### src/rtl/evt_irq_pkg.sv
package evt_irq_pkg;
  typedef enum logic [0:0] {
    CLR_W1C  = 1'b0,
    CLR_NONE = 1'b1
  } clr_policy_e;

  function automatic int unsigned mask_addr(input int unsigned nwords,
                                            input int unsigned set_i,
                                            input int unsigned word_i);
    return nwords + set_i * nwords + word_i;
  endfunction
endpackage

### src/rtl/evt_decode.sv
module evt_decode #(
  parameter int unsigned WORD_W    = 32,
  parameter int unsigned NUM_WORDS = 3,
  parameter int unsigned IDX_W     = 7
) (
  input  logic                                 evt_valid,
  input  logic [IDX_W-1:0]                     evt_idx,
  output logic [NUM_WORDS-1:0][WORD_W-1:0]     set_o
);
  localparam int unsigned TOTAL = WORD_W * NUM_WORDS;

  always_comb begin
    for (int k = 0; k < NUM_WORDS; k++) begin
      set_o[k] = '0;
      if (evt_valid && (int'(evt_idx) < TOTAL) &&
          (int'(evt_idx) / WORD_W == k))
        set_o[k][int'(evt_idx) % WORD_W] = 1'b1;
    end
  end
endmodule

### src/rtl/evt_pend_word.sv
module evt_pend_word
  import evt_irq_pkg::*;
#(
  parameter int unsigned  WORD_W = 32,
  parameter clr_policy_e  POLICY = CLR_W1C,
  parameter logic [31:0]  PROT   = 32'h0
) (
  input  logic              clk,
  input  logic              rst_n,
  input  logic [WORD_W-1:0] set_i,
  input  logic              sw_clr_en,
  input  logic [WORD_W-1:0] sw_clr_i,
  input  logic [WORD_W-1:0] hw_clr_i,
  output logic [WORD_W-1:0] word_o,
  output logic              emptied_o
);
  logic [WORD_W-1:0] word_q, word_d, clr_v;
  logic              upd;

  always_comb begin
    clr_v = hw_clr_i;
    if (sw_clr_en && (POLICY == CLR_W1C))
      clr_v = clr_v | (sw_clr_i & ~PROT[WORD_W-1:0]);
    word_d    = (word_q & ~clr_v) | set_i;
    upd       = (|set_i) || (|clr_v);
    emptied_o = (|clr_v) && (word_d == '0);
  end

  always_ff @(posedge clk or negedge rst_n) begin
    if (!rst_n)   word_q <= '0;
    else if (upd) word_q <= word_d;
  end

  assign word_o = word_q;
endmodule

### src/rtl/evt_mask_bank.sv
module evt_mask_bank
  import evt_irq_pkg::*;
#(
  parameter int unsigned WORD_W    = 32,
  parameter int unsigned NUM_WORDS = 3,
  parameter int unsigned NUM_SETS  = 3,
  parameter int unsigned ADDR_W    = 4
) (
  input  logic                                              clk,
  input  logic                                              rst_n,
  input  logic                                              reg_wr,
  input  logic [ADDR_W-1:0]                                 reg_addr,
  input  logic [WORD_W-1:0]                                 reg_wdata,
  output logic [NUM_SETS-1:0][NUM_WORDS-1:0][WORD_W-1:0]    mask_o
);
  for (genvar s = 0; s < NUM_SETS; s++) begin : g_set
    for (genvar w = 0; w < NUM_WORDS; w++) begin : g_word
      localparam int unsigned MY_ADDR = mask_addr(NUM_WORDS, s, w);
      logic [WORD_W-1:0] m_q;
      logic              m_en;

      always_comb m_en = reg_wr && (int'(reg_addr) == MY_ADDR);

      always_ff @(posedge clk or negedge rst_n) begin
        if (!rst_n)    m_q <= '0;
        else if (m_en) m_q <= reg_wdata;
      end

      assign mask_o[s][w] = m_q;
    end
  end
endmodule

### src/rtl/evt_irq_reduce.sv
module evt_irq_reduce #(
  parameter int unsigned WORD_W    = 32,
  parameter int unsigned NUM_WORDS = 3,
  parameter int unsigned NUM_SETS  = 3
) (
  input  logic [NUM_WORDS-1:0][WORD_W-1:0]               pend_i,
  input  logic [NUM_SETS-1:0][NUM_WORDS-1:0][WORD_W-1:0] mask_i,
  output logic [NUM_SETS-1:0]                            irq_o
);
  always_comb begin
    for (int s = 0; s < NUM_SETS; s++) begin
      irq_o[s] = 1'b0;
      for (int w = 0; w < NUM_WORDS; w++)
        irq_o[s] = irq_o[s] | (|(pend_i[w] & mask_i[s][w]));
    end
  end
endmodule

### src/rtl/evt_irq_ctrl.sv
module evt_irq_ctrl
  import evt_irq_pkg::*;
#(
  parameter int unsigned WORD_W    = 32,
  parameter int unsigned NUM_WORDS = 3,
  parameter int unsigned NUM_SETS  = 3,
  parameter int unsigned IDX_W     = 7,
  parameter int unsigned ADDR_W    = 4,
  parameter logic [31:0] RO_WORDS  = 32'h2
) (
  input  logic                clk,
  input  logic                rst_n,
  input  logic                evt_valid,
  input  logic [IDX_W-1:0]    evt_idx,
  input  logic                reg_wr,
  input  logic [ADDR_W-1:0]   reg_addr,
  input  logic [WORD_W-1:0]   reg_wdata,
  output logic [WORD_W-1:0]   reg_rdata,
  output logic [NUM_SETS-1:0] irq_o
);
  localparam int unsigned CASC_LO = WORD_W - NUM_WORDS + 1;
  localparam int unsigned N_REGS  = NUM_WORDS * (1 + NUM_SETS);

  logic [NUM_WORDS-1:0][WORD_W-1:0]               set_raw, set_w, hw_clr, pend_q;
  logic [NUM_WORDS-1:0]                           emptied, clr_en;
  logic [NUM_SETS-1:0][NUM_WORDS-1:0][WORD_W-1:0] mask_q;

  evt_decode #(.WORD_W(WORD_W), .NUM_WORDS(NUM_WORDS), .IDX_W(IDX_W)) u_dec (
    .evt_valid (evt_valid),
    .evt_idx   (evt_idx),
    .set_o     (set_raw)
  );

  // Cascade routing: word k (k >= 1) owns bit CASC_LO + k - 1 of word 0.
  always_comb begin
    set_w  = set_raw;
    hw_clr = '0;
    for (int k = 1; k < NUM_WORDS; k++) begin
      set_w[0][CASC_LO + k - 1]  = set_raw[0][CASC_LO + k - 1] | (|set_raw[k]);
      hw_clr[0][CASC_LO + k - 1] = emptied[k];
    end
    for (int k = 0; k < NUM_WORDS; k++)
      clr_en[k] = reg_wr && (int'(reg_addr) == k);
  end

  for (genvar k = 0; k < NUM_WORDS; k++) begin : g_pend
    localparam clr_policy_e POL  = RO_WORDS[k] ? CLR_NONE : CLR_W1C;
    localparam logic [31:0] PMSK = (k == 0) ?
      (((32'h1 << (NUM_WORDS - 1)) - 32'h1) << CASC_LO) : 32'h0;
    evt_pend_word #(.WORD_W(WORD_W), .POLICY(POL), .PROT(PMSK)) u_word (
      .clk       (clk),
      .rst_n     (rst_n),
      .set_i     (set_w[k]),
      .sw_clr_en (clr_en[k]),
      .sw_clr_i  (reg_wdata),
      .hw_clr_i  (hw_clr[k]),
      .word_o    (pend_q[k]),
      .emptied_o (emptied[k])
    );
  end

  evt_mask_bank #(.WORD_W(WORD_W), .NUM_WORDS(NUM_WORDS), .NUM_SETS(NUM_SETS),
                  .ADDR_W(ADDR_W)) u_mask (
    .clk       (clk),
    .rst_n     (rst_n),
    .reg_wr    (reg_wr),
    .reg_addr  (reg_addr),
    .reg_wdata (reg_wdata),
    .mask_o    (mask_q)
  );

  evt_irq_reduce #(.WORD_W(WORD_W), .NUM_WORDS(NUM_WORDS), .NUM_SETS(NUM_SETS)) u_red (
    .pend_i (pend_q),
    .mask_i (mask_q),
    .irq_o  (irq_o)
  );

  always_comb begin
    reg_rdata = '0;
    if (int'(reg_addr) < NUM_WORDS) begin
      reg_rdata = pend_q[int'(reg_addr)];
    end else if (int'(reg_addr) < N_REGS) begin
      for (int s = 0; s < NUM_SETS; s++)
        for (int w = 0; w < NUM_WORDS; w++)
          if (int'(reg_addr) == mask_addr(NUM_WORDS, s, w))
            reg_rdata = mask_q[s][w];
    end
  end
endmodule

### config.mk
export PLATFORM = sky130hd
export DESIGN_NAME = evt_irq_ctrl
export DESIGN_NICKNAME = d
export VERILOG_FILES = /design/src/rtl/evt_irq_pkg.sv /design/src/rtl/evt_decode.sv /design/src/rtl/evt_pend_word.sv /design/src/rtl/evt_mask_bank.sv /design/src/rtl/evt_irq_reduce.sv /design/src/rtl/evt_irq_ctrl.sv
export SDC_FILE = /design/constraint.sdc
export NUM_CORES = 1
export LEC_CHECK = 0
export BUFFER_PORTS_ARGS = -buffer_cell sky130_fd_sc_hd__buf_2
export CAP_MARGIN = 20
export CORE_MARGIN = 2
export CORE_UTILIZATION = 30
export DETAILED_ROUTE_END_ITERATION = 10
export PLACE_DENSITY_LB_ADDON = 0.15
export SLEW_MARGIN = 0
export SYNTH_ARGS = -nofsm -noshare
export SYNTH_HDL_FRONTEND = slang
export SYNTH_SLANG_ARGS = --single-unit
### constraint.sdc
create_clock -name clk -period 2.1 [get_ports clk]
set_input_delay 0.42 -clock clk [delete_from_list [all_inputs] [get_ports clk]]
set_output_delay 0.42 -clock clk [all_outputs]
set_load 0.05 [all_outputs]
After elaboration in Yosys (flattened, before gate mapping)

Cells that the tools add are included.

Memory bits (read-only): 0
Word-level logic and storage cells: 111
Bits in latches: 0
Memories kept: 0
Flip-flop bits (word level): 384
Bits of input ports: 47
Memory bits (writable): 0
Output and inout bits: 35

Muxes and demuxes: 20
Div/mod/pow operators: 0
Eq/ne operators: 12
Reductions and logical operators: 36
Add/subtract/negate cells: 0
Bitwise operators: 25
Order comparisons: 6
$mul: 0
Shift operators: 0

Operators by type and width:

| operator             | number |
|---|---|
| $mux W32             | 17 |
| $reduce_or A32 Y1    | 14 |
| $and A32 B32 Y32     | 11 |
| $or A32 B32 Y32      | 3 |
| $bmux W32 S2         | 1 |
| $logic_not A32 Y1    | 2 |
| $not A32 Y32         | 2 |
| $or A32 B30 Y32      | 1 |
| $eq A4 B3 Y1 const B | 5 |
| $logic_and A1 B1 Y1  | 17 |
| $eq A4 B4 Y1 const B | 4 |
| $or A1 B1 Y1         | 8 |
| $lt A7 B7 Y1 const B | 1 |
| $lt A5 B6 Y1 const B | 1 |
| $demux W1 S5         | 1 |
| $ge A5 B1 Y1 const B | 1 |
| $eq A4 B2 Y1 const B | 1 |
| $logic_not A4 Y1     | 1 |
| $lt A4 B2 Y1 const B | 1 |
| $lt A4 B3 Y1 const B | 1 |
| $lt A4 B4 Y1 const B | 1 |
| $eq A2 B1 Y1 const B | 1 |
| $eq A2 B2 Y1 const B | 1 |
| $logic_or A1 B1 Y1   | 2 |
| $mux W1              | 1 |

Depth between registers and ports, before layout

Gate-level depths: netlist of run 1.

Depth after elaboration: 13
Depth in mapped cells: 10
Gate-level depth less buffers: 7

Hierarchy

From an unflattened synthesis of run 1, not the netlist that was laid out.

Cell total of the unflattened synthesis: 1,997
Area total of the unflattened synthesis: 21,991.1 um^2

Modules (own cells, without submodules):

| module                            | times used | area each (um^2) | cells each |
|---|---|---|---|
| evt_mask_bank                     | 1          | 10,809.1         | 619 |
| evt_irq_ctrl                      | 1          | 4,413.0          | 589 |
| evt_pend_word at g_pend[2].u_word | 1          | 1,590.3          | 166 |
| evt_pend_word at g_pend[0].u_word | 1          | 1,541.5          | 163 |
| evt_pend_word at g_pend[1].u_word | 1          | 1,487.7          | 128 |
| evt_irq_reduce                    | 1          | 1,410.1          | 187 |
| evt_decode                        | 1          | 739.5            | 145 |

Worst setup path after synthesis of run 1

OpenSTA, ideal clock, no wires.

Kind: input -> output
Start point: input port reg_addr[2]
End point: output port reg_rdata[14]
Data required time: 1.680 ns
Path buffers: 3
Arrival time: 2.726 ns
Setup slack: -1.046 ns
Stages on the path: 10
Cell sequence: buf_2 -> nor4bb_1 -> buf_2 -> clkbuf_1 -> nand2_1 -> nand3_1 -> nor2_1 -> nor3_1 -> a31oi_1 -> o21ai_0

Longest elaborated chain between the ends: 12
Elaborated cells between the ends (all ways): 22

RTL lines:

| what                  | line               | source |
|---|---|---|
| start: declaration    | evt_irq_ctrl.sv:16 | `input logic [ADDR_W-1:0] reg_addr,` |
| $eq A4 B2 Y1          | evt_irq_ctrl.sv:85 | `if (int'(reg_addr) == mask_addr(NUM_WORDS, s, w))` |
| $mux W32 (9 in a row) | evt_irq_ctrl.sv:85 |  |
| $mux W32              | evt_irq_ctrl.sv:82 | `end else if (int'(reg_addr) < N_REGS) begin` |
| $mux W32 (*)          | evt_irq_ctrl.sv:80 | `if (int'(reg_addr) < NUM_WORDS) begin` |
| end: declaration      | evt_irq_ctrl.sv:18 | `output logic [WORD_W-1:0] reg_rdata,` |

Mark *: on every way between the ends. The rest lies on a longest branch, timed or not.

Worst setup path in the final report of run 1

Start point: register g_pend[0].u_word.word_q[8]
End point: output port irq_o[2]

Longest elaborated chain between the ends: 4

RTL lines:

| what                      | line                 | source |
|---|---|---|
| start: declaration        | evt_pend_word.sv:17  | `logic [WORD_W-1:0] word_q, word_d, clr_v;` |
| start signal: assignment  | evt_pend_word.sv:31  | `else if (upd) word_q <= word_d;` |
| $and A32 B32 Y32          | evt_irq_reduce.sv:14 | `irq_o[s] = irq_o[s] \| (\|(pend_i[w] & mask_i[s][w]));` |
| $reduce_or A32 Y1         | evt_irq_reduce.sv:14 |  |
| $or A1 B1 Y1 (2 in a row) | evt_irq_reduce.sv:14 |  |
| end: declaration          | evt_irq_ctrl.sv:19   | `output logic [NUM_SETS-1:0] irq_o` |

Every way passes these cells.

==> results of run 1 <==
[layout make-up]
| class | instances | area, um^2 |
|---|---|---|
| fill | 6080 | 33900 |
| multi-input combinational | 1232 | 10700 |
| sequential | 384 | 9660 |
| timing repair buffer | 801 | 7330 |
| clock buffer | 70 | 1400 |
| tap | 855 | 1070 |
| inverter | 87 | 334 |
| clock inverter | 14 | 141 |
| antenna | 2 | 5.00 |
[flip-flops by register name, indices dropped and copies added, names as in the netlist]
register	count
u_mask.g_set.g_word.m_q	288
g_pend.u_word.word_o	96
[critical path: cells and delay by family (launching register included)]
kind | cells | cell delay [ns]
AO/OA/AOI/OAI | 1 | 0.23
buffers and inverters | 2 | 0.38
flip-flops | 1 | 0.47
AND/OR/NAND/NOR | 3 | 0.81
[worst max path at each step]
stage	slack (ns)	from	endpoint
finish	-0.82	g_pend[0].u_word.word_o[8]$_DFFE_PN0P_	irq_o[2]
global route	-0.81	g_pend[0].u_word.word_o[26]$_DFFE_PN0P_	irq_o[0]
CTS	-0.78	g_pend[2].u_word.word_o[21]$_DFFE_PN0P_	irq_o[0]
detailed placement	-0.94	reg_addr[1]	g_pend[0].u_word.word_o[31]$_DFFE_PN0P_
global placement	-0.97	reg_addr[1]	g_pend[0].u_word.word_o[31]$_DFFE_PN0P_
floorplan	-0.25	reg_addr[0]	reg_rdata[10]
[synthesized netlist by cell type (6+ instances only)]
cell type / count / area (um^2)
buf_1: 18 / 67.6
o21ai_0: 100 / 500
mux2i_1: 33 / 330
nor2b_1: 7 / 43.8
a22oi_1: 173 / 1300
nand3_1: 43 / 215
a21o_1: 19 / 143
a31oi_1: 15 / 93.8
nand2_1: 120 / 450
nand4_1: 31 / 194
a22o_1: 24 / 210
nand2b_1: 7 / 43.8
a21oi_1: 70 / 350
o21bai_1: 20 / 150
dfrtp_1: 384 / 9610
clkbuf_1: 88 / 330
buf_2: 45 / 225
nor2_1: 86 / 323
o22ai_1: 36 / 225
nor3_1: 10 / 50.1
and2_1: 6 / 37.5
nor4_1: 24 / 150
o2bb2ai_1: 11 / 96.3
inv_1: 87 / 327
mux2_2: 287 / 3230
and3_1: 15 / 93.8
a221oi_1: 50 / 438
[power breakdown]
group	switching, mW	internal (mW)
sequential	2.33	8.99
combinational	4.86	4.73
clock	3.48	4.85
[cells in the final DEF (no fill, tap or decap), drive strengths merged, types with 43 or more instances in the layout]
master	instances
dfrtp	384
a221oi	50
buf	796
nand2	120
nand3	43
clkbuf	74
nor2	86
o21ai	102
a21oi	70
a22oi	173
inv	89
mux2	288
[metal layers]
layer	share of wire	global-route usage
met2	0.43	0.559
met1	0.40	0.478
met5	0.00010	0
met3	0.093	0.0852
met4	0.074	0.220
[cell families after synthesis]
family	Yosys count	synth area share
AO/OA/AOI/OAI	541	0.189
AND/OR/NAND/NOR	370	0.0912
multiplexers	321	0.182
buffers and inverters	241	0.0495
flip-flops	384	0.489
[timing repair]
action | 4_1_cts | 5_1_grt
endpoints found under the setup margin | 36 | 37
gates cloned | 6 | 4
resized for setup | 275 | 111
hold buffers | 1 | 0
pin swaps | 131 | 110
hold endpoints to repair | 28 | 0
setup buffers | 54 | 22
==> metrics, run 1 <==
overall routed net length=126,000 um; placeable core area=64,600 um^2; unrepaired setup endpoints after global routing=yes; cells along the critical path=a22oi_1 -> buf_4 -> nand4_1 -> nor4_4 -> nand3_2 -> buf_8; Placer Congestion=1.05; peak per-stage delay on the critical path=0.47 ns; Worst Hold Class=input pin to flip-flop; Layout Utilization=0.475; Die W=260 um; global-route usage over all layers=0.369; Power, Total=29.3 mW; LEAKAGE=13.8 nW; vias in the first global route=20,535; first-pass GRT wire length=171,000 um; Seq/Total Area, Yosys=0.489; clock buffer depth=3; die area=67,600 um^2; worst hold slack=0.179 ns; placed inst area=26,800 um^2; Yosys reg bits=384; register clock-pin slew on the reported worst setup and hold paths=0.06 ns; R2R cell count=9; initial antenna violation count=4; Peak Freq=0.343 GHz; Avg WL per Cell=36.5 um; Avg Cell Area, Syn=10.6 um^2; Max VDD drop=0.666 mV; Final WS setup=-0.819 ns; Non-Filler Instances=3,445; Min-Delay Endpoint=u_mask.g_set[2].g_word[1].m_q[0]$_DFFE_PN0P_; FF-to-FF setup slack=0.09 ns; max_slew headroom=0.579; Required @ worst endpoint=1.68 ns; hold path startpoint=reg_wdata[0]; YS warnings=0; Avg Vias per Cell=6.03; Placed Cells=3,291; Vias=20,782; Initial Util=0.304; CTS buffer count=46; CP Capture Type=primary output; IO Count=82; Top FF cell, synth=dfrtp_1; Yosys cell types=50; Total Neg Setup Slack=-16.51 ns; CP Class=flip-flop to primary output; Post-Syn Area=19,700 um^2; element type at the critical path start=flip-flop; worst slack at placement=-0.939 ns; failing checks=negative setup slack; Layout area overhead=55.9%; row count=93; die height=260 um; crit path max fanout=4; DRT iter0 DRCs=2,787; # port buffers=81; Worst-Skew Late Latency=0.62 ns; final hold viol count=0; fin crit share=1.39; Final setup viols=36; Worst Tran Pin Value=0.627 ns; syn_nets=1,904; Async SR Flop Fraction=1.00; r2r endpoint=g_pend[0].u_word.word_o[31]$_DFFE_PN0P_; largest net degree at the start of global routing=66; Power per Cell Area=955 nW/um^2; final period demand of the worst path=2.92 ns; grt total ovfl=0; Post-synth EDFFs=0; share of cells above drive strength 1=0.554; ANT nets after route=0; cells after synthesis=1,857; Sink Count=384; Residual DRC=0; CTS tree=done; Worst path slowest cell=dfrtp_1; post-DP HPWL=95,200 um; Layout Skew=0.0234 ns; max-cap violation count=0; status=finished with violations; CTS H-Tree Depth=2; Worst Hold Depth=2; root buffer cell=clkbuf_16; worst r2r src=g_pend[2].u_word.word_o[25]$_DFFE_PN0P_; Pins Over Slew Limit=0; CP Data Arrival Time=2.50 ns; Final Instance Area=30,600 um^2; NumNets Final=2,599; first drt pass iteration count=7
Note: power is estimated with default switching activity, not from simulation.
==> inputs of run 2 (changes only) <==
SYNTH_HIERARCHICAL = 1   (was unset)
==> run 2 against run 1 <==
- the flow still finishes with violations (negative setup slack)
- design area up 10%
- die area up 11%
- cell count up 13%
- synthesized cell count up 5.7%
- core utilization down 0.39 points
- routed wire length up 3.3%
- sequential power down 8%
- clock power up 8.8%
- first-iteration DRC count down 5.0%
- non-clock buffer count up 68
==> metrics, run 2 <==
clock buffer depth=3; commonest non-fill, non-tap cells in the layout=638 x buf_4, 330 x dfrtp_1, 270 x mux2_2, 158 x conb_1, 103 x nor2_1; element type at the critical path start=flip-flop; Placed Cells=3,715; largest net degree at the start of global routing=63; Largest Register=u_mask/g_set.g_word.m_q; Final WS setup=-0.909 ns; die height=273 um; status=finished with violations; Worst Hold Class=input pin to flip-flop; Worst-Skew Late Latency=0.61 ns; Worst Hold Depth=2; Worst path slowest cell=dfrtp_1; Layout Skew=0.0197 ns; delay-heaviest family, CP=simple AND/OR/NAND/NOR gates; Vias=22,299; CTS buffer count=49; Layout area overhead=55.0%; Die W=273 um; top sig layer=met5; global-route usage over all layers=0.343; failing checks=negative setup slack; max FFs per register=288; hold path startpoint=reg_wdata[21]; vias in the first global route=22,073; area of the multi-input gates=12,700 um^2; first-pass GRT wire length=178,000 um; DR WL met3=12,300 um; YS warnings=6; fin crit share=1.43; Final setup viols=36; Placer Congestion=1.02; final period demand of the worst path=3.01 ns; met2 WL post-DR=55,600 um; unrepaired setup endpoints after global routing=yes; Met1 Routed Length=53,200 um; placed inst area=29,600 um^2; first drt pass iteration count=5; CP Data Arrival Time=2.59 ns; share of cells above drive strength 1=0.531; Avg Vias per Cell=5.73; Worst Tran Pin Value=0.943 ns; register clock-pin slew on the reported worst setup and hold paths=0.06 ns; Total Neg Setup Slack=-18.10 ns; CP Capture Type=primary output; # port buffers=81; worst hold slack=0.220 ns; NumNets Final=2,948; DRT iter0 DRCs=2,647; R2R cell count=7; Max VDD drop=0.716 mV; overall routed net length=130,000 um; CTS tree=done; Post-Syn Area=21,800 um^2; FF-to-FF setup slack=0 ns; row count=98; LEAKAGE=15.3 nW; Avg WL per Cell=33.4 um; cells after synthesis=1,962; Fill cells=6,652; worst slack at placement=-0.737 ns; Residual DRC=0; grt total ovfl=0; IO Count=82; Initial Util=0.304; critical path buffer and inverter count=2; root buffer cell=clkbuf_16; cells along the critical path=buf_4 -> a22oi_1 -> nand4_1 -> nor4_4 -> nand3_4 -> buf_8; Sink Count=384; die area=74,800 um^2; commonest non-fill, non-tap cell in the layout=buf_4; Power per Cell Area=791 nW/um^2; Avg Cell Area, Syn=11.1 um^2; max-cap violation count=0; Min-Delay Endpoint=u_mask/g_set[2].g_word[1].m_q[21]$_DFFE_PN0P_; r2r endpoint=g_pend[0].u_word/word_o[31]$_DFFE_PN0P_; Seq. cell area=9680 um^2; peak per-stage delay on the critical path=0.47 ns; CP Class=flip-flop to primary output; worst r2r src=g_pend[2].u_word/word_o[26]$_DFFE_PN0P_; Final Instance Area=33,800 um^2; placeable core area=71,700 um^2; CTS H-Tree Depth=2; initial antenna violation count=4; Required @ worst endpoint=1.68 ns; crit path max fanout=4; Peak Freq=0.332 GHz; Power, Total=26.7 mW; final hold viol count=0; max_slew headroom=0.355; ANT nets after route=0; post-DP HPWL=99,100 um; Pins Over Slew Limit=0; Layout Utilization=0.471; Non-Filler Instances=3,891
## run 2: what timing repair did
item	in CTS	in global routing
resized for setup	293	131
endpoints found under the setup margin	36	37
hold buffers	1	0
pin swaps	81	73
endpoints found under the hold margin	26	0
setup buffers	66	23
gates cloned	5	3
## run 2: cell type report
type                    count  share of cell area
clock buffers              69              0.0418
flip-flops and latches    384               0.287
multi-input cells        1514               0.378
repair buffers            869               0.241
clock inverters            20             0.00789
diodes                      2            0.000148
inverters                  83             0.00927
well taps                 950              0.0352
## run 2: layer usage
metal | vias up | track usage
met2 | 1246 | 0.514
li1 | 9294 | -
met4 | 4 | 0.182
met3 | 340 | 0.0754
met1 | 11415 | 0.462
met5 | - | 0
## run 2: worst max path at each step
stage                                                 start                                      end  slack, ns  depth (start not counted)
floorplan                                       reg_addr[0]  g_pend[0].u_word/word_o[31]$_DFFE_PN0P_      -0.63                         15
global placement                                reg_addr[2]                             reg_rdata[8]      -0.78                          9
detailed placement                              reg_addr[2]                             reg_rdata[8]      -0.74                          8
CTS                 g_pend[1].u_word/word_o[16]$_DFFE_PN0P_                                 irq_o[2]      -0.86                          8
global route        g_pend[0].u_word/word_o[14]$_DFFE_PN0P_                                 irq_o[1]      -0.89                          6
finish              g_pend[0].u_word/word_o[14]$_DFFE_PN0P_                                 irq_o[1]      -0.91                          6
## run 2: power breakdown
part	internal (mW)	leakage, nW	total, mW	switching, mW
sequential	8.73	4.79	10.4	1.71
clock	5.41	0.827	9.07	3.66
combinational	3.91	9.65	7.20	3.29
total	18.1	15.3	26.7	8.65
